$ cat config.mk
export PLATFORM = sky130hd
export DESIGN_NAME = burst_ramp_gen
export DESIGN_NICKNAME = d
export VERILOG_FILES = /design/src/rtl/burst_ramp_pkg.sv /design/src/rtl/burst_ramp_level_rom.sv /design/src/rtl/burst_ramp_osc.sv /design/src/rtl/burst_ramp_seq.sv /design/src/rtl/burst_ramp_shape.sv /design/src/rtl/burst_ramp_gen.sv
export SDC_FILE = /design/constraint.sdc
export NUM_CORES = 2
export LEC_CHECK = 0
export BUFFER_PORTS_ARGS = -buffer_cell sky130_fd_sc_hd__buf_2
export CORE_MARGIN = 10
export CORE_UTILIZATION = 35
export DETAILED_ROUTE_END_ITERATION = 8
export GPL_ROUTABILITY_DRIVEN = 0
export SLEW_MARGIN = 15
export SYNTH_ARGS = -nofsm -noshare
export SYNTH_HDL_FRONTEND = slang
export SYNTH_SLANG_ARGS = --single-unit
$ cat constraint.sdc
create_clock -name clk -period 15.63 [get_ports clk]
set_clock_uncertainty 0.2 [all_clocks]
set_input_delay 3.126 -clock clk [delete_from_list [all_inputs] [get_ports clk]]
set_output_delay 3.126 -clock clk [all_outputs]
set_load 0.05 [all_outputs]
$ cat src/rtl/burst_ramp_pkg.sv
package burst_ramp_pkg;

  typedef enum logic [2:0] {
    ST_OFF  = 3'd0,
    ST_ARM  = 3'd1,
    ST_UP   = 3'd2,
    ST_HOLD = 3'd3,
    ST_DOWN = 3'd4
  } ramp_st_t;

  localparam real PI_R   = 3.14159265358979323846;
  localparam real LN10_R = 2.302585092994046;

  // Power series of cosine, accurate for the small angles used here.
  function automatic real cos_series(input real x);
    real term;
    real acc;
    term = 1.0;
    acc  = 1.0;
    for (int k = 1; k < 10; k++) begin
      term = -term * x * x / (real'(2 * k - 1) * real'(2 * k));
      acc  = acc + term;
    end
    return acc;
  endfunction

  // Power series of the exponential, for arguments down to about -4.
  function automatic real exp_series(input real x);
    real term;
    real acc;
    term = 1.0;
    acc  = 1.0;
    for (int k = 1; k < 48; k++) begin
      term = term * x / real'(k);
      acc  = acc + term;
    end
    return acc;
  endfunction

endpackage

$ cat src/rtl/burst_ramp_level_rom.sv
module burst_ramp_level_rom
  import burst_ramp_pkg::*;
#(
  parameter int GAIN_W      = 16,
  parameter int CODE_W      = 8,
  parameter int MAX_ATTEN_Q = 128
) (
  input  logic              clk,
  input  logic [CODE_W-1:0] code_i,
  output logic [GAIN_W-1:0] level_o
);

  localparam int DEPTH  = MAX_ATTEN_Q + 1;
  localparam int ADDR_W = $clog2(DEPTH);
  localparam longint FULL = (longint'(1) << GAIN_W) - 1;

  // Linear amplitude for an attenuation of q quarter-dB steps.
  function automatic logic [GAIN_W-1:0] level_of(input int q);
    real a;
    a = exp_series(-real'(q) * LN10_R / 80.0);
    return GAIN_W'(longint'(real'(FULL) * a));
  endfunction

  logic [GAIN_W-1:0] rom_mem [DEPTH];
  logic [ADDR_W-1:0] addr;

  for (genvar i = 0; i < DEPTH; i++) begin : g_entry
    localparam logic [GAIN_W-1:0] ENTRY = level_of(i);
    assign rom_mem[i] = ENTRY;
  end

  always_comb begin
    if (int'(code_i) > MAX_ATTEN_Q) addr = ADDR_W'(MAX_ATTEN_Q);
    else                            addr = ADDR_W'(code_i);
  end

  // Registered read so the table maps onto a synchronous ROM.
  always_ff @(posedge clk) begin
    level_o <= rom_mem[addr];
  end

endmodule

$ cat src/rtl/burst_ramp_osc.sv
module burst_ramp_osc #(
  parameter int RAMP_LEN = 728,
  parameter int OSC_FRAC = 30,
  parameter int Y_W      = OSC_FRAC + 3
) (
  input  logic                  clk,
  input  logic                  rst,
  input  logic                  seed_i,
  input  logic                  step_i,
  output logic signed [Y_W-1:0] y_o
);

  localparam int  MUL_W = 2 * Y_W;
  localparam real THETA = burst_ramp_pkg::PI_R / real'(RAMP_LEN);
  localparam real COS_T = burst_ramp_pkg::cos_series(THETA);
  localparam real SCALE = real'(longint'(1) << OSC_FRAC);

  localparam logic signed [Y_W-1:0]   ONE_Q  = Y_W'(longint'(1) << OSC_FRAC);
  localparam logic signed [Y_W-1:0]   C_Q    = Y_W'(longint'(COS_T * SCALE));
  localparam logic signed [Y_W-1:0]   K_Q    = Y_W'(longint'(2.0 * COS_T * SCALE));
  localparam logic signed [MUL_W-1:0] HALF_Q = MUL_W'(longint'(1) << (OSC_FRAC - 1));

  logic signed [Y_W-1:0]   y_cur;
  logic signed [Y_W-1:0]   y_prev;
  logic signed [Y_W-1:0]   y_nxt;
  logic signed [MUL_W-1:0] mul;

  // y[n] = 2cos(theta) * y[n-1] - y[n-2], rounded to OSC_FRAC fraction bits
  always_comb begin
    mul   = MUL_W'(K_Q) * MUL_W'(y_cur);
    y_nxt = Y_W'((mul + HALF_Q) >>> OSC_FRAC) - y_prev;
  end

  // Seeds: y[0] = cos(0), y[-1] = cos(-theta)
  always_ff @(posedge clk) begin
    if (rst || seed_i) begin
      y_cur  <= ONE_Q;
      y_prev <= C_Q;
    end else if (step_i) begin
      y_prev <= y_cur;
      y_cur  <= y_nxt;
    end
  end

  assign y_o = y_cur;

endmodule

$ cat src/rtl/burst_ramp_seq.sv
module burst_ramp_seq
  import burst_ramp_pkg::*;
#(
  parameter int RAMP_LEN = 728,
  parameter int CNT_W    = $clog2(RAMP_LEN)
) (
  input  logic             clk,
  input  logic             rst,
  input  logic             up_i,
  input  logic             down_i,
  output ramp_st_t         st_o,
  output logic [CNT_W-1:0] cnt_o,
  output logic             seed_o,
  output logic             step_o,
  output logic             load_o
);

  localparam logic [CNT_W-1:0] LAST = CNT_W'(RAMP_LEN - 1);

  ramp_st_t         st_q;
  logic [CNT_W-1:0] cnt_q;

  always_ff @(posedge clk) begin
    if (rst) begin
      st_q  <= ST_OFF;
      cnt_q <= '0;
    end else begin
      unique case (st_q)
        ST_OFF: if (up_i) st_q <= ST_ARM;
        ST_ARM: begin
          st_q  <= ST_UP;
          cnt_q <= '0;
        end
        ST_UP: begin
          cnt_q <= cnt_q + 1'b1;
          if (cnt_q == LAST) st_q <= ST_HOLD;
        end
        ST_HOLD: if (down_i) begin
          st_q  <= ST_DOWN;
          cnt_q <= '0;
        end
        ST_DOWN: begin
          cnt_q <= cnt_q + 1'b1;
          if (cnt_q == LAST) st_q <= ST_OFF;
        end
        default: st_q <= ST_OFF;
      endcase
    end
  end

  assign st_o   = st_q;
  assign cnt_o  = cnt_q;
  assign load_o = (st_q == ST_ARM);
  assign seed_o = (st_q == ST_ARM) || ((st_q == ST_HOLD) && down_i);
  assign step_o = (st_q == ST_UP) || (st_q == ST_DOWN);

endmodule

$ cat src/rtl/burst_ramp_shape.sv
module burst_ramp_shape #(
  parameter int GAIN_W   = 16,
  parameter int OSC_FRAC = 30,
  parameter int Y_W      = OSC_FRAC + 3
) (
  input  logic [GAIN_W-1:0]     level_i,
  input  logic signed [Y_W-1:0] y_i,
  input  logic                  fall_i,
  output logic [GAIN_W-1:0]     shaped_o
);

  localparam int PROD_W = GAIN_W + Y_W + 1;
  localparam logic signed [PROD_W-1:0] RND_Q = PROD_W'(longint'(1) << OSC_FRAC);

  logic signed [PROD_W-1:0] lvl_ext;
  logic signed [PROD_W-1:0] y_ext;
  logic signed [PROD_W-1:0] prod;
  logic signed [PROD_W-1:0] dc_term;
  logic signed [PROD_W-1:0] num;
  logic signed [PROD_W-1:0] rnd;

  // gain = L/2 -/+ (L/2)*cos : dc term L*ONE, swing L*y, both halved on the shift
  always_comb begin
    lvl_ext = $signed({{(PROD_W - GAIN_W){1'b0}}, level_i});
    y_ext   = {{(PROD_W - Y_W){y_i[Y_W-1]}}, y_i};
    prod    = lvl_ext * y_ext;
    dc_term = lvl_ext <<< OSC_FRAC;
    num     = fall_i ? (dc_term + prod) : (dc_term - prod);
    rnd     = (num + RND_Q) >>> (OSC_FRAC + 1);
    if (rnd < 0)             shaped_o = '0;
    else if (rnd > lvl_ext)  shaped_o = level_i;
    else                     shaped_o = rnd[GAIN_W-1:0];
  end

endmodule

$ cat src/rtl/burst_ramp_gen.sv
module burst_ramp_gen
  import burst_ramp_pkg::*;
#(
  parameter int GAIN_W      = 16,
  parameter int CODE_W      = 8,
  parameter int RAMP_LEN    = 728,
  parameter int OSC_FRAC    = 30,
  parameter int MAX_ATTEN_Q = 128
) (
  input  logic              clk,
  input  logic              rst,
  input  logic              ramp_up_i,
  input  logic              ramp_down_i,
  input  logic [CODE_W-1:0] pwr_code_i,
  output logic [GAIN_W-1:0] gain_o,
  output logic              steady_o
);

  localparam int CNT_W = $clog2(RAMP_LEN);
  localparam int Y_W   = OSC_FRAC + 3;

  ramp_st_t              st;
  logic [CNT_W-1:0]      cnt;
  logic                  seed;
  logic                  step;
  logic                  load;
  logic [GAIN_W-1:0]     rom_level;
  logic [GAIN_W-1:0]     level_q;
  logic [GAIN_W-1:0]     shaped;
  logic signed [Y_W-1:0] y;

  burst_ramp_seq #(.RAMP_LEN(RAMP_LEN), .CNT_W(CNT_W)) u_seq (
    .clk(clk), .rst(rst), .up_i(ramp_up_i), .down_i(ramp_down_i),
    .st_o(st), .cnt_o(cnt), .seed_o(seed), .step_o(step), .load_o(load)
  );

  burst_ramp_level_rom #(.GAIN_W(GAIN_W), .CODE_W(CODE_W), .MAX_ATTEN_Q(MAX_ATTEN_Q)) u_rom (
    .clk(clk), .code_i(pwr_code_i), .level_o(rom_level)
  );

  burst_ramp_osc #(.RAMP_LEN(RAMP_LEN), .OSC_FRAC(OSC_FRAC), .Y_W(Y_W)) u_osc (
    .clk(clk), .rst(rst), .seed_i(seed), .step_i(step), .y_o(y)
  );

  burst_ramp_shape #(.GAIN_W(GAIN_W), .OSC_FRAC(OSC_FRAC), .Y_W(Y_W)) u_shape (
    .level_i(level_q), .y_i(y), .fall_i(st == ST_DOWN), .shaped_o(shaped)
  );

  // Burst level: latched once per burst, in the cycle after the trigger
  always_ff @(posedge clk) begin
    if (rst)       level_q <= '0;
    else if (load) level_q <= rom_level;
  end

  // Output stage: edges are kept monotonic against recursion drift
  always_ff @(posedge clk) begin
    if (rst) begin
      gain_o   <= '0;
      steady_o <= 1'b1;
    end else begin
      unique case (st)
        ST_UP: begin
          gain_o   <= (shaped > gain_o) ? shaped : gain_o;
          steady_o <= 1'b0;
        end
        ST_HOLD: begin
          gain_o   <= level_q;
          steady_o <= 1'b1;
        end
        ST_DOWN: begin
          gain_o   <= (shaped < gain_o) ? shaped : gain_o;
          steady_o <= 1'b0;
        end
        default: begin
          gain_o   <= '0;
          steady_o <= 1'b1;
        end
      endcase
    end
  end

endmodule

After elaboration in Yosys (flattened, before gate mapping)
Memory sizes are Yosys's and may differ from the RTL's. A register that Yosys moved wholly into a read port is not among the register bits. Cells that the tools add are included. Widths: inputs -> output; s select.

Bits in registers: 112. Memory bits (read-only): 4096. Word-level logic and storage cells: 58. Memories: 1.

Memory list: (no name shown) (depth 256, width 16, rd ports 1, clocked after Yosys merged registers in 1, write ports 0, line burst_ramp_level_rom.sv:39) `level_o <= rom_mem[addr];`.

Add/sub/neg operators: 6. $mul: 2. Magnitude comparators: 5. Equality and inequality tests: 11. Muxes and demuxes: 15. Bitwise operators: 1. Reduce and logical (&&, ||, !) cells: 10.

Operators by type and width (number): $mux 16 (4); $add 63x31->63 const B (1); $mul 30x33->61 const A (1); $add 47x50->50 (1); $add 50x32->50 const B (1); $mul 17x33->50 (1); $mux 50 (1); $sub 47x50->50 (1); $pmux 16 s3 (1); $sub 33x33->33 (1); $pmux 10 s3 (1); $gt 19x17->1 (1); $lt 19x1->1 const B (1); $gt 16x16->1 (1); $lt 16x16->1 (1); $pmux 3 s5 (1); $mux 3 (4); $add 10x1->10 const B (1); $eq 10x10->1 const B (1); $mux 10 (1); $ne 2x2->1 const B (5); $not 8->9 (1); $gt 8x8->1 const B (1); $mux 8 (1); other kinds (12) (16).

Depth between registers and ports, before layout
Depth after elaboration: 10. Mapped depth: 72.

Modules after synthesis
From an unflattened synthesis, not the netlist that was laid out.

Cell total of the unflattened synthesis: 5917. Area, all modules: 52626.7 sq um.

Modules (own cells, without submodules): burst_ramp_osc (times used 1, cells each 2465, area each 24477.2 sq um, sequential area each 1321.3 sq um); burst_ramp_shape (times used 1, cells each 2718, area each 22472.8 sq um, sequential area each 0.0 sq um); burst_ramp_level_rom (times used 1, cells each 468, area each 3105.5 sq um, sequential area each 320.3 sq um); burst_ramp_gen (times used 1, cells each 182, area each 1844.3 sq um, sequential area each 660.6 sq um); burst_ramp_seq (times used 1, cells each 84, area each 726.9 sq um, sequential area each 260.2 sq um).

Worst setup path after synthesis
OpenSTA, ideal clock, no wires.

Path kind: register to register. Start: register u_osc.y_cur[32], in the netlist u_osc.y_o[32]. End: register gain_o[9]. Library setup time: 0.122 ns. Data arrival time: 13.567 ns. Required time: 15.308 ns. Slack: 1.742 ns. Stages on the path, launching flop included: 56. Buffers on the path: 4. Period minus slack after synthesis: 13.888 ns. Cell sequence: dfxtp_1 > buf_1 > clkbuf_1 > nand2_1 > inv_1 > fa_1 > inv_1 > fa_1 > inv_1 > fa_1 > fa_1 > fa_1 > inv_1 > fa_1 > inv_1 > ha_1 > or2_2 > a211oi_1 > [20 not listed] > ha_1 > nor2b_1 > o21a_1 > o21a_1 > o21ai_0 > nand2b_1 > a21oi_1 > nor2b_1 > o21ai_0 > nand2b_1 > a21oi_1 > a21oi_1 > o22ai_1 > nand2_1 > nand2_1 > o31ai_4 > buf_6 > a221o_1.

Longest elaborated chain between the ends: 10. Elaborated cells on any way between the ends: 17. Those cells by class: add/sub (3); mul (1); order compare (4); eq/ne (2); mux (6); reduce/logical (1).

Ends and longest elaborated chain: start: declaration (line burst_ramp_osc.sv:23) `logic signed [Y_W-1:0] y_cur;`; start signal: assignment (line burst_ramp_osc.sv:41) `y_cur <= y_nxt;`; $mul 17x33->50 (*) (line burst_ramp_shape.sv:26) `prod = lvl_ext * y_ext;`; $sub 47x50->50 or $add 47x50->50 (tied branches) (line burst_ramp_shape.sv:28) `num = fall_i ? (dc_term + prod) : (dc_term - prod);`; $mux 50 (*) (line burst_ramp_shape.sv:28); $add 50x32->50 (*) (line burst_ramp_shape.sv:29) `rnd = (num + RND_Q) >>> (OSC_FRAC + 1);`; $gt 19x17->1 (line burst_ramp_shape.sv:31) `else if (rnd > lvl_ext) shaped_o = level_i;`; $mux 16 (line burst_ramp_shape.sv:31); $mux 16 (*) (line burst_ramp_shape.sv:30) `if (rnd < 0) shaped_o = '0;`; $lt 16x16->1 or $gt 16x16->1 (tied branches) (line burst_ramp_gen.sv:71, burst_ramp_gen.sv:63); $ne 2x2->1 (no source line); $reduce_and 2->1 (no source line); end signal: assignment (line burst_ramp_gen.sv:63) `gain_o <= (shaped > gain_o) ? shaped : gain_o;`; end signal: assignment (line burst_ramp_gen.sv:67) `gain_o <= level_q;`; end signal: assignment (line burst_ramp_gen.sv:71) `gain_o <= (shaped < gain_o) ? shaped : gain_o;`; end: declaration (line burst_ramp_gen.sv:15) `output logic [GAIN_W-1:0] gain_o,`.

Mark *: on every way between the ends. The rest lies on a longest branch, timed or not. The select of a mux whose other input is x is not followed. A chain may end at the register's enable or synchronous reset.

Final worst setup path
Start: register u_osc.y_cur[15], in the netlist u_osc.y_o[15]. End: register gain_o[7].

The elaborated chain is that of the path after synthesis.

==> metrics <==
die area=about 160000 um^2; Core Box Area=approximately 140000 um^2; worst slew margin relative to its limit=24.0%; Final Hold Viols=0; post-synthesis mux area share=0.416%; critical path's slowest cell=dfxtp_1; critical path class=reg -> reg; IO Pins=29; top cells by count, synth=1289 x inv_1, 1065 x fa_1, 612 x nand2_1; via/cell ratio=5.07; HP Class=reg -> reg; DRT iter0 DRCs=between 2000 and 3000; DR WL met3=6.55 mm; hold path cells=2; max layer used=met5; r2r worst-path depth=58; reg2reg setup slack=approximately 1100 ps; FFs w/ async S/R, synth=0%; delay of the slowest critical-path stage=760 ps; fraction of layout cells with a size suffix above 1=between 3 and 4%; number of max-cap violations=0; CTS tree=built; final-stage net count=between 7000 and 8000; Crit. End Element=flop; Global Route Usage Sum=17.6%; count leader, synth=inv_1; DRT Pass-1 Iters=6; EDFF count, synth=0; f_max=between 60 and 70 MHz; crit path DAT=14680 ps; total CTS buffers=17; Synth Area in Simple Gates=around 13%; Layout area overhead=5.91%; H-tree depth=4; Compound-Gate Fraction of Synth Area=10.4%; reg-to-reg endpoint=gain_o[7]; Synth Warn #=0; clock latency on the worst-skew pair=between 400 and 500 ps; row count=between 100 and 150; Final setup violation count=0; Max Root-Sink Buffers=2; clock slew at reported path FFs=70 ps; detailed placement HPWL=around 120 mm; CP max FO=16; met1 wire length=59.6 mm; syn_nets=about 7200; syn_area_per_cell=roughly 8.8 um^2; vias in the first global route=approximately 40000; beginning of the worst hold path=u_rom.level_o[6]; initial antenna violation count=3; count of cell types in the netlist=93; ys flop type=dfxtp_1; RSZ-0062 raised after global routing=false; CTS Sinks=~130; DR WL/cell=~18 um; setup tns final=0 ps; area leader, netlist=fa_1; critical path required time=roughly 16000 ps; Post-Synth XOR/XNOR Area=3.50%; run status=finished clean; Synth Area in Adders=a little under three fifths; DR DRC count=0; post-route ant nets=0; first-pass GRT wire length=around 220 mm; Pins Over Slew Limit=0; largest family of logic cells by synthesized area=adder cells; WL met2=~66 mm; initial core utilization=between 30% and 40%; Synth Register Bits=between 100 and 150; fin crit share=roughly 93%; Area contributors post-synth=fa_1 43%, ha_1 13%, inv_1 9.8%, dfxtp_1 5.2%, nand2_1 4.6%; die width=~400 um; total grt overflow=0; crit path time final=between 10000 and 15000 ps; Post-Synthesis Cells=around 5600; Worst path most repeated cell=a21oi_1; via count=about 38000; register area share after synthesis=under 10%; Die Span Y=around 400 um; Hold Path End=level_q[6]; PortBufs=28; worst slew pin tran=approximately 1100 ps; pin count of the biggest net entering global routing=86; FF-to-FF Start=u_osc.y_o[15]; CP Launch Type=flop; share of the synthesized area in the top cell type=a little over two fifths; synthesized area=49600 um^2; Root Buffer=clkbuf_16; Routed WL=approximately 140 mm
[sequential cells by signal, indices dropped and copies added (netlist names)]
| register | cells |
|---|---|
| u_rom.level_o | 16 |
| level_q | 16 |
| u_osc.y_o | 33 |
| u_seq.st_o | 3 |
| steady_o | 1 |
| u_osc.y_prev | 33 |
| gain_o | 16 |
| u_seq.cnt_o | 10 |
[per-layer routing]
metal | GRT usage [%] | up-vias
li1 | - | 17308
met3 | 1.74 | 238
met5 | 0 | -
met4 | 5.72 | 2
met1 | 23.4 | 18998
met2 | 29.9 | 1178
[worst max-delay path by stage]
stage,start,endpoint,slack (ps),cells after the start
global route,level_q[8],gain_o[11],30,61
CTS,level_q[10],gain_o[7],880,58
floorplan,u_osc.y_o[32],gain_o[9],1740,55
finish,u_osc.y_o[15],gain_o[7],1120,58
detailed placement,level_q[10],gain_o[11],970,58
global placement,u_osc.y_o[15],gain_o[4],1170,60
[stage by stage]
stage	area (um^2)	hold WS (ps)	setup WS [ps]	instances	utilization [%]
floorplan	49600	217	1740	5621	-
global placement	51900	222	1170	7400	36.8
detailed placement	51900	229	965	7400	36.8
CTS	52500	238	883	7432	37.2
global route	52500	249	29.6	7434	37.2
finish	52500	236	1120	7435	37.2
[what timing repair did]
action | in CTS | in global routing
endpoints found under the setup margin | 0 | 16
hold buffers | 0 | 0
gates resized for setup | 0 | 2
buffers inserted | 0 | 2
[cells by family (layout without fill, tap and decap cells)]
logic type,after synthesis,count (layout)
fa+ha+maj,1585,1585
buf+inv,1531,1454
other cells,0,1
simple gates,1372,1372
compound gates,788,788
xor+xnor,197,197
flops,128,128
mux,20,20
[critical path, delay by kind of cell, from the launching register on]
family                   cells  cell delay [ps]
adder cells (fa/ha/maj)     10             4450
AO/OA/AOI/OAI               27             5750
buffers and inverters        5              730
multiplexers                 1              200
AND/OR/NAND/NOR             12             1650
XOR/XNOR                     3              640
flip-flops                   1              760
[cell usage in the layout, fill, tap and decap left out, drive strengths merged, types with 9 or more instances in the layout]
cell,count
buf,121
a2111oi,13
a211oi,48
fa,1065
nand3,63
dfxtp,128
xnor2,128
o22ai,11
a221o,20
nor3,77
a31oi,38
or2,18
and3,18
a21o,62
nand2,612
a311oi,9
or3,24
o21bai,24
o21a,19
nor2b,25
nor3b,10
nand2b,29
ha,520
nand4,24
and2,151
clkbuf,21
o21ai,139
nor2,275
nor4,15
inv,1292
xor2,69
a211o,12
a21oi,242
o211ai,47
mux2i,15
clkinv,17
o31ai,22
[area by class of cell]
class,instances,area [um^2]
Sequential cell,128,2570
Fill cell,14397,88600
Antenna cell,1,2.50
Multi-Input combinational cell,3962,41300
Clock buffer,21,440
Tap cell,1890,2360
Clock inverter,11,108
Inverter,1301,4880
Timing Repair Buffer,121,863
Power is not shown: default switching activity piles up to over one toggle a cycle in this logic, so the estimate is an artifact.
